File: src/rtl/acc_alu_pkg.sv
package acc_alu_pkg;
  typedef enum logic [2:0] {
    OP_AND  = 3'd0,
    OP_OR   = 3'd1,
    OP_XOR  = 3'd2,
    OP_CMP  = 3'd3,
    OP_INC  = 3'd4,
    OP_DEC  = 3'd5,
    OP_RSV6 = 3'd6,
    OP_RSV7 = 3'd7
  } alu_op_e;

  typedef struct packed {
    logic z;
    logic n;
    logic h;
    logic c;
  } alu_flags_t;
endpackage

File: src/rtl/acc_alu_logic.sv
module acc_alu_logic
  import acc_alu_pkg::*;
#(
  parameter int DW = 8
) (
  input  alu_op_e         op,
  input  logic [DW-1:0]   a,
  input  logic [DW-1:0]   b,
  output logic [DW-1:0]   res,
  output logic            zero
);
  always_comb begin
    unique case (op)
      OP_OR:   res = a | b;
      OP_XOR:  res = a ^ b;
      default: res = a & b;
    endcase
    zero = (res == '0);
  end
endmodule

File: src/rtl/acc_alu_arith.sv
module acc_alu_arith
  import acc_alu_pkg::*;
#(
  parameter int DW = 8
) (
  input  alu_op_e         op,
  input  logic [DW-1:0]   a,
  input  logic [DW-1:0]   b,
  output logic [DW-1:0]   res,
  output logic            half,
  output logic            borrow,
  output logic            zero
);
  localparam int NIB = DW / 2;

  logic [DW:0] diff_w;

  always_comb begin
    diff_w = {1'b0, a} - {1'b0, b};
    borrow = diff_w[DW];
    unique case (op)
      OP_INC: begin
        res  = b + 1'b1;
        half = &b[NIB-1:0];
      end
      OP_DEC: begin
        res  = b - 1'b1;
        half = ~|b[NIB-1:0];
      end
      default: begin
        res  = diff_w[DW-1:0];
        half = (a[NIB-1:0] < b[NIB-1:0]);
      end
    endcase
    zero = (res == '0);
  end
endmodule

File: src/rtl/acc_alu_flagpack.sv
module acc_alu_flagpack
  import acc_alu_pkg::*;
#(
  parameter int DW = 8
) (
  input  alu_flags_t    flags,
  output logic [DW-1:0] packed_byte
);
  localparam int PAD = DW - 4;

  generate
    if (PAD > 0) begin : g_pad
      assign packed_byte = {flags, {PAD{1'b0}}};
    end else begin : g_nopad
      assign packed_byte = flags;
    end
  endgenerate
endmodule

File: src/rtl/acc_logic_alu.sv
module acc_logic_alu
  import acc_alu_pkg::*;
#(
  parameter int DW = 8
) (
  input  logic          clk,
  input  logic          rst_n,
  input  logic          in_valid,
  output logic          in_ready,
  input  logic [2:0]    in_op,
  input  logic [DW-1:0] in_acc,
  input  logic [DW-1:0] in_opnd,
  input  logic [3:0]    in_flags,
  output logic          out_valid,
  input  logic          out_ready,
  output logic [DW-1:0] out_result,
  output logic          out_we,
  output logic          out_to_acc,
  output logic [3:0]    out_flags,
  output logic [DW-1:0] out_flag_byte
);
  alu_op_e    op;
  alu_flags_t fin;
  logic [DW-1:0] lg_res, ar_res;
  logic lg_zero, ar_zero, ar_half, ar_borrow;

  logic [DW-1:0] nx_res;
  logic          nx_we, nx_to_acc;
  alu_flags_t    nx_flags;

  logic [DW-1:0] r_res;
  logic          r_valid, r_we, r_to_acc;
  alu_flags_t    r_flags;

  assign op  = alu_op_e'(in_op);
  assign fin = alu_flags_t'(in_flags);

  acc_alu_logic #(.DW(DW)) u_logic (
    .op(op), .a(in_acc), .b(in_opnd), .res(lg_res), .zero(lg_zero)
  );

  acc_alu_arith #(.DW(DW)) u_arith (
    .op(op), .a(in_acc), .b(in_opnd), .res(ar_res),
    .half(ar_half), .borrow(ar_borrow), .zero(ar_zero)
  );

  always_comb begin
    nx_res    = in_acc;
    nx_we     = 1'b0;
    nx_to_acc = 1'b1;
    nx_flags  = fin;
    unique case (op)
      OP_AND: begin
        nx_res   = lg_res;
        nx_we    = 1'b1;
        nx_flags = '{z: lg_zero, n: 1'b0, h: 1'b1, c: 1'b0};
      end
      OP_OR, OP_XOR: begin
        nx_res   = lg_res;
        nx_we    = 1'b1;
        nx_flags = '{z: lg_zero, n: 1'b0, h: 1'b0, c: 1'b0};
      end
      OP_CMP: begin
        nx_flags = '{z: ar_zero, n: 1'b1, h: ar_half, c: ar_borrow};
      end
      OP_INC: begin
        nx_res    = ar_res;
        nx_we     = 1'b1;
        nx_to_acc = 1'b0;
        nx_flags  = '{z: ar_zero, n: 1'b0, h: ar_half, c: fin.c};
      end
      OP_DEC: begin
        nx_res    = ar_res;
        nx_we     = 1'b1;
        nx_to_acc = 1'b0;
        nx_flags  = '{z: ar_zero, n: 1'b1, h: ar_half, c: fin.c};
      end
      default: ;
    endcase
  end

  assign in_ready = !r_valid || out_ready;

  always_ff @(posedge clk) begin
    if (!rst_n) begin
      r_valid  <= 1'b0;
      r_res    <= '0;
      r_we     <= 1'b0;
      r_to_acc <= 1'b0;
      r_flags  <= '0;
    end else if (in_ready) begin
      r_valid <= in_valid;
      if (in_valid) begin
        r_res    <= nx_res;
        r_we     <= nx_we;
        r_to_acc <= nx_to_acc;
        r_flags  <= nx_flags;
      end
    end
  end

  acc_alu_flagpack #(.DW(DW)) u_pack (
    .flags(r_flags), .packed_byte(out_flag_byte)
  );

  assign out_valid  = r_valid;
  assign out_result = r_res;
  assign out_we     = r_valid & r_we;
  assign out_to_acc = r_to_acc;
  assign out_flags  = r_flags;
endmodule

File: config.mk
export PLATFORM = sky130hd
export DESIGN_NAME = acc_logic_alu
export DESIGN_NICKNAME = d
export VERILOG_FILES = /design/src/rtl/acc_alu_pkg.sv /design/src/rtl/acc_alu_logic.sv /design/src/rtl/acc_alu_arith.sv /design/src/rtl/acc_alu_flagpack.sv /design/src/rtl/acc_logic_alu.sv
export SDC_FILE = /design/constraint.sdc
export NUM_CORES = 1
export LEC_CHECK = 0
export BUFFER_PORTS_ARGS = -buffer_cell sky130_fd_sc_hd__buf_2
export CAP_MARGIN = 20
export CORE_ASPECT_RATIO = 0.6
export CORE_MARGIN = 8
export CORE_UTILIZATION = 33
export DETAILED_ROUTE_END_ITERATION = 6
export PLACE_DENSITY = 0.57
export SLEW_MARGIN = 15
export SYNTH_ARGS = -nofsm -noshare
export SYNTH_HDL_FRONTEND = slang
export SYNTH_SLANG_ARGS = --single-unit
File: constraint.sdc
create_clock -name clk -period 3 [get_ports clk]
set_input_delay 0.6 -clock clk [delete_from_list [all_inputs] [get_ports clk]]
set_output_delay 0.6 -clock clk [all_outputs]
set_load 0.02 [all_outputs]
==> impl_metrics.tcl <==
set metrics [dict create \
    final_area_mm2 0.00228 \
    cp_slowest_cell "o21ai_0" \
    yosys_most_used_dff "dfxtp_1" \
    synth_cells 254 \
    startpoint_type "input pin" \
    arrival_ns 2.65 \
    yosysMostFrequentCell "ha_1" \
    regArea_um2 300 \
    cts.hold.buffers_added 0 \
    grt_use_met2_pct 20.2 \
    die_height_um 75.7 \
    setup_viol 0 \
    gp_congestion 0.951 \
    async_flop_share_pct 0 \
    hold_path.class "reg2reg" \
    drt_pass1_iterations 4 \
    dieArea_mm2 0.00875 \
    path_buf_inv 3 \
    met1_usage_pct 21.6 \
    nets 349 \
    antenna_found_initial 0 \
    die_w_um 116 \
    min_to "r_we$_SDFFE_PN0P_" \
    path_max_fanout 5 \
    reg2reg_slack_ns 1.17 \
    cpMostUsedCell "inv_1" \
    powerDensity_mw_per_mm2 313 \
    drive_above_1_share_pct 21.4 \
    n_fill_cell 599 \
    period_share_pct 83.8 \
    multiInputGateArea_mm2 0.00146 \
    cts_num_sinks 15 \
    core_area_mm2 0.00565 \
    root_buffer "clkbuf_8" \
    clk_latency_ns 0.24 \
    r2r-start "out_valid$_SDFFE_PN0N_" \
    max_slew_margin_pct 55.5 \
    r2r-end "out_flags[3]$_SDFFE_PN0P_" \
    htreeDepth 1 \
    routed_via_density 5.40 \
    synth.top_cell.area_share_pct 16.6 \
    cap_violations 0 \
    grt_use_met3_pct 4.91 \
    port_buffers 46 \
    max_stage_delay_ns 0.42 \
    leakage_nw 1.09 \
    gr-usage-all-layers_pct 14.7 \
    worstPathCellList "buf_2 > inv_1 > ha_1 > inv_1 > fa_1 > nor2b_1 > o21ai_0 > a2111o_1 > o311a_1 > a21oi_1 > a31oi_1 > o21ai_1" \
    syn_avg_cell_area_um2 7.73 \
    path_class "in2reg" \
    avgRoutedWirePerCell_um 17.1 \
    ir_worst_vdd_mv 0.136 \
    r2r_cells 5 \
    syn_area_mm2 0.00196 \
    required_ns 3.14 \
    instances_no_fill 374 \
    grt.busiest_layer "met1" \
    drt_wl_total_um 6410 \
    grt_max_degree 23 \
    synthTopCellsByCount "26 x ha_1, 25 x inv_1, 19 x a21oi_1, 15 x dfxtp_1, 15 x o21ai_0" \
    synthToLayoutAreaGrowth_pct 15.9 \
    grt_pass1_vias 1897 \
    synth-edff-count 0 \
    status "finished, final reports clean" \
    critPathTopFamily "compound AO/OA/AOI/OAI gates" \
    synth_area_leaders "ha_1 17%, dfxtp_1 15%, a21oi_1 4.8%" \
    cts_setup_buffers 0 \
    finalHoldViolCount 0 \
    synth_warnings 0 \
    yosys.area.top_type "ha_1" \
    grt_pass1_wl_um 10000 \
    start_util_pct 34.8 \
    setup_tns_ns 0 \
    drc 0 \
    yosys_register_bits 15 \
    end_kind "flop" \
    top_level_ports 51 \
    hpwl_um 5290 \
    rows 21 \
    ys_types 58 \
    post-place-cells 370 \
    cts.path.max_buffers 2 \
    fin_crit_ns 2.51 \
    placed_area_mm2 0.00223 \
    drv_slew 0 \
    cts_resized 0 \
    drt_iter0_drc 160 \
    ant_nets 0 \
    fmax_mhz 398 \
    rsz0062_at_grt "false" \
    diodes 0 \
    worst_slew_pin_slew_ns 0.665 \
    numCtsBuffers 3 \
    hold_depth 1 \
    vias 2020 \
    overflow 0 \
    min_from "r_we$_SDFFE_PN0P_" \
    yosysSeqAreaShare_pct 15.3 \
    skew_ns 0.000702 \
    clk_pin_slew_ns 0.06 \
    cts_tree "yes" \
]
cells by family (layout without fill, tap and decap cells):
| family | Yosys count | count (layout) | synth area share, % |
|---|---|---|---|
| flip-flops | 15 | 15 | 15.3 |
| multiplexers | 4 | 4 | 2.10 |
| XOR/XNOR | 10 | 10 | 4.46 |
| other | 1 | 4 | 0.191 |
| adder cells (fa/ha/maj) | 27 | 27 | 17.6 |
| AND/OR/NAND/NOR | 64 | 64 | 17.8 |
| AO/OA/AOI/OAI | 89 | 89 | 31.7 |
| buffers and inverters | 44 | 81 | 10.8 |
cells in the final DEF (no fill, tap or decap), types with 2 or more instances in the layout:
cell and n:
nor2b_1 8, o21bai_1 2, ha_1 26, buf_4 6, o22ai_1 5, and3_1 2, a31oi_1 4, nor3b_1 2
a21oi_1 19, nand2_1 11, o211a_1 5, a2bb2oi_1 3, a221oi_1 4, o21ai_1 2, and2_1 3, conb_1 4
clkbuf_8 3, xnor2_1 9, or4_1 2, buf_2 46, o211ai_1 3, a22oi_1 2, nor2_1 13, o22a_1 3
dfxtp_1 15, nand2b_1 5, o21ai_0 15, mux2i_1 3, o311a_1 2, inv_1 25, o221ai_1 2, nand3_1 4
a211oi_1 3, a2111oi_0 2, nor3_1 8
state kept, by name, indices dropped and copies added, names as in the netlist:
register	count
out_flags	4
out_result	8
out_valid	1
out_to_acc	1
r_we	1
worst max path at each step:
| stage | start | to | slack (ns) | depth (start not counted) |
|---|---|---|---|---|
| final | in_acc[0] | out_flags[3]$_SDFFE_PN0P_ | 0.49 | 12 |
| after global routing | in_acc[0] | out_flags[3]$_SDFFE_PN0P_ | 0.27 | 12 |
| after floorplan | in_opnd[1] | out_flags[3]$_SDFFE_PN0P_ | 0.48 | 10 |
| after global placement | in_acc[0] | out_flags[3]$_SDFFE_PN0P_ | 0.31 | 12 |
| after CTS | in_acc[0] | out_flags[3]$_SDFFE_PN0P_ | 0.50 | 12 |
| after detailed placement | in_acc[0] | out_flags[3]$_SDFFE_PN0P_ | 0.22 | 12 |
worst register-to-register path, stage by stage (launching register included):
cell and delay (ns):
dfxtp_1 0.32, nand2b_1 0.12, and2_1 0.48, o21ai_0 0.20, or4_1 0.54, o21ai_1 0.13
metrics by stage:
step / worst slack, ns / hold slack (ns) / util [%] / power (mW)
after floorplan: 0.476 / 0.464 / - / 0.451
after global placement: 0.305 / 0.481 / 39.5 / 0.550
after detailed placement: 0.224 / 0.486 / 39.5 / 0.548
after CTS: 0.499 / 0.500 / 40.3 / 0.714
after global routing: 0.274 / 0.511 / 40.3 / 0.762
final: 0.486 / 0.495 / 40.3 / 0.711
per-layer routing:
metal | wire length (um) | vias to the layer above
met5 | 0 | -
met4 | 0 | 0
met3 | 794 | 0
met2 | 2420 | 92
met1 | 3190 | 929
li1 | - | 999
where the power goes:
part	internal (mW)	total, mW	switching [mW]
Sequential	0.216	0.224	0.00843
Clock	0.0939	0.163	0.0690
Combinational	0.123	0.324	0.201
Total	0.433	0.711	0.278
final cells by class:
| cell class | instances | share of cell area, % |
|---|---|---|
| tap | 80 | 4.40 |
| multi-input combinational | 198 | 64.2 |
| timing repair buffer | 52 | 12.1 |
| clock buffer | 4 | 1.98 |
| sequential | 15 | 13.2 |
| inverter | 25 | 4.12 |
(Power assumes the default switching activity.)
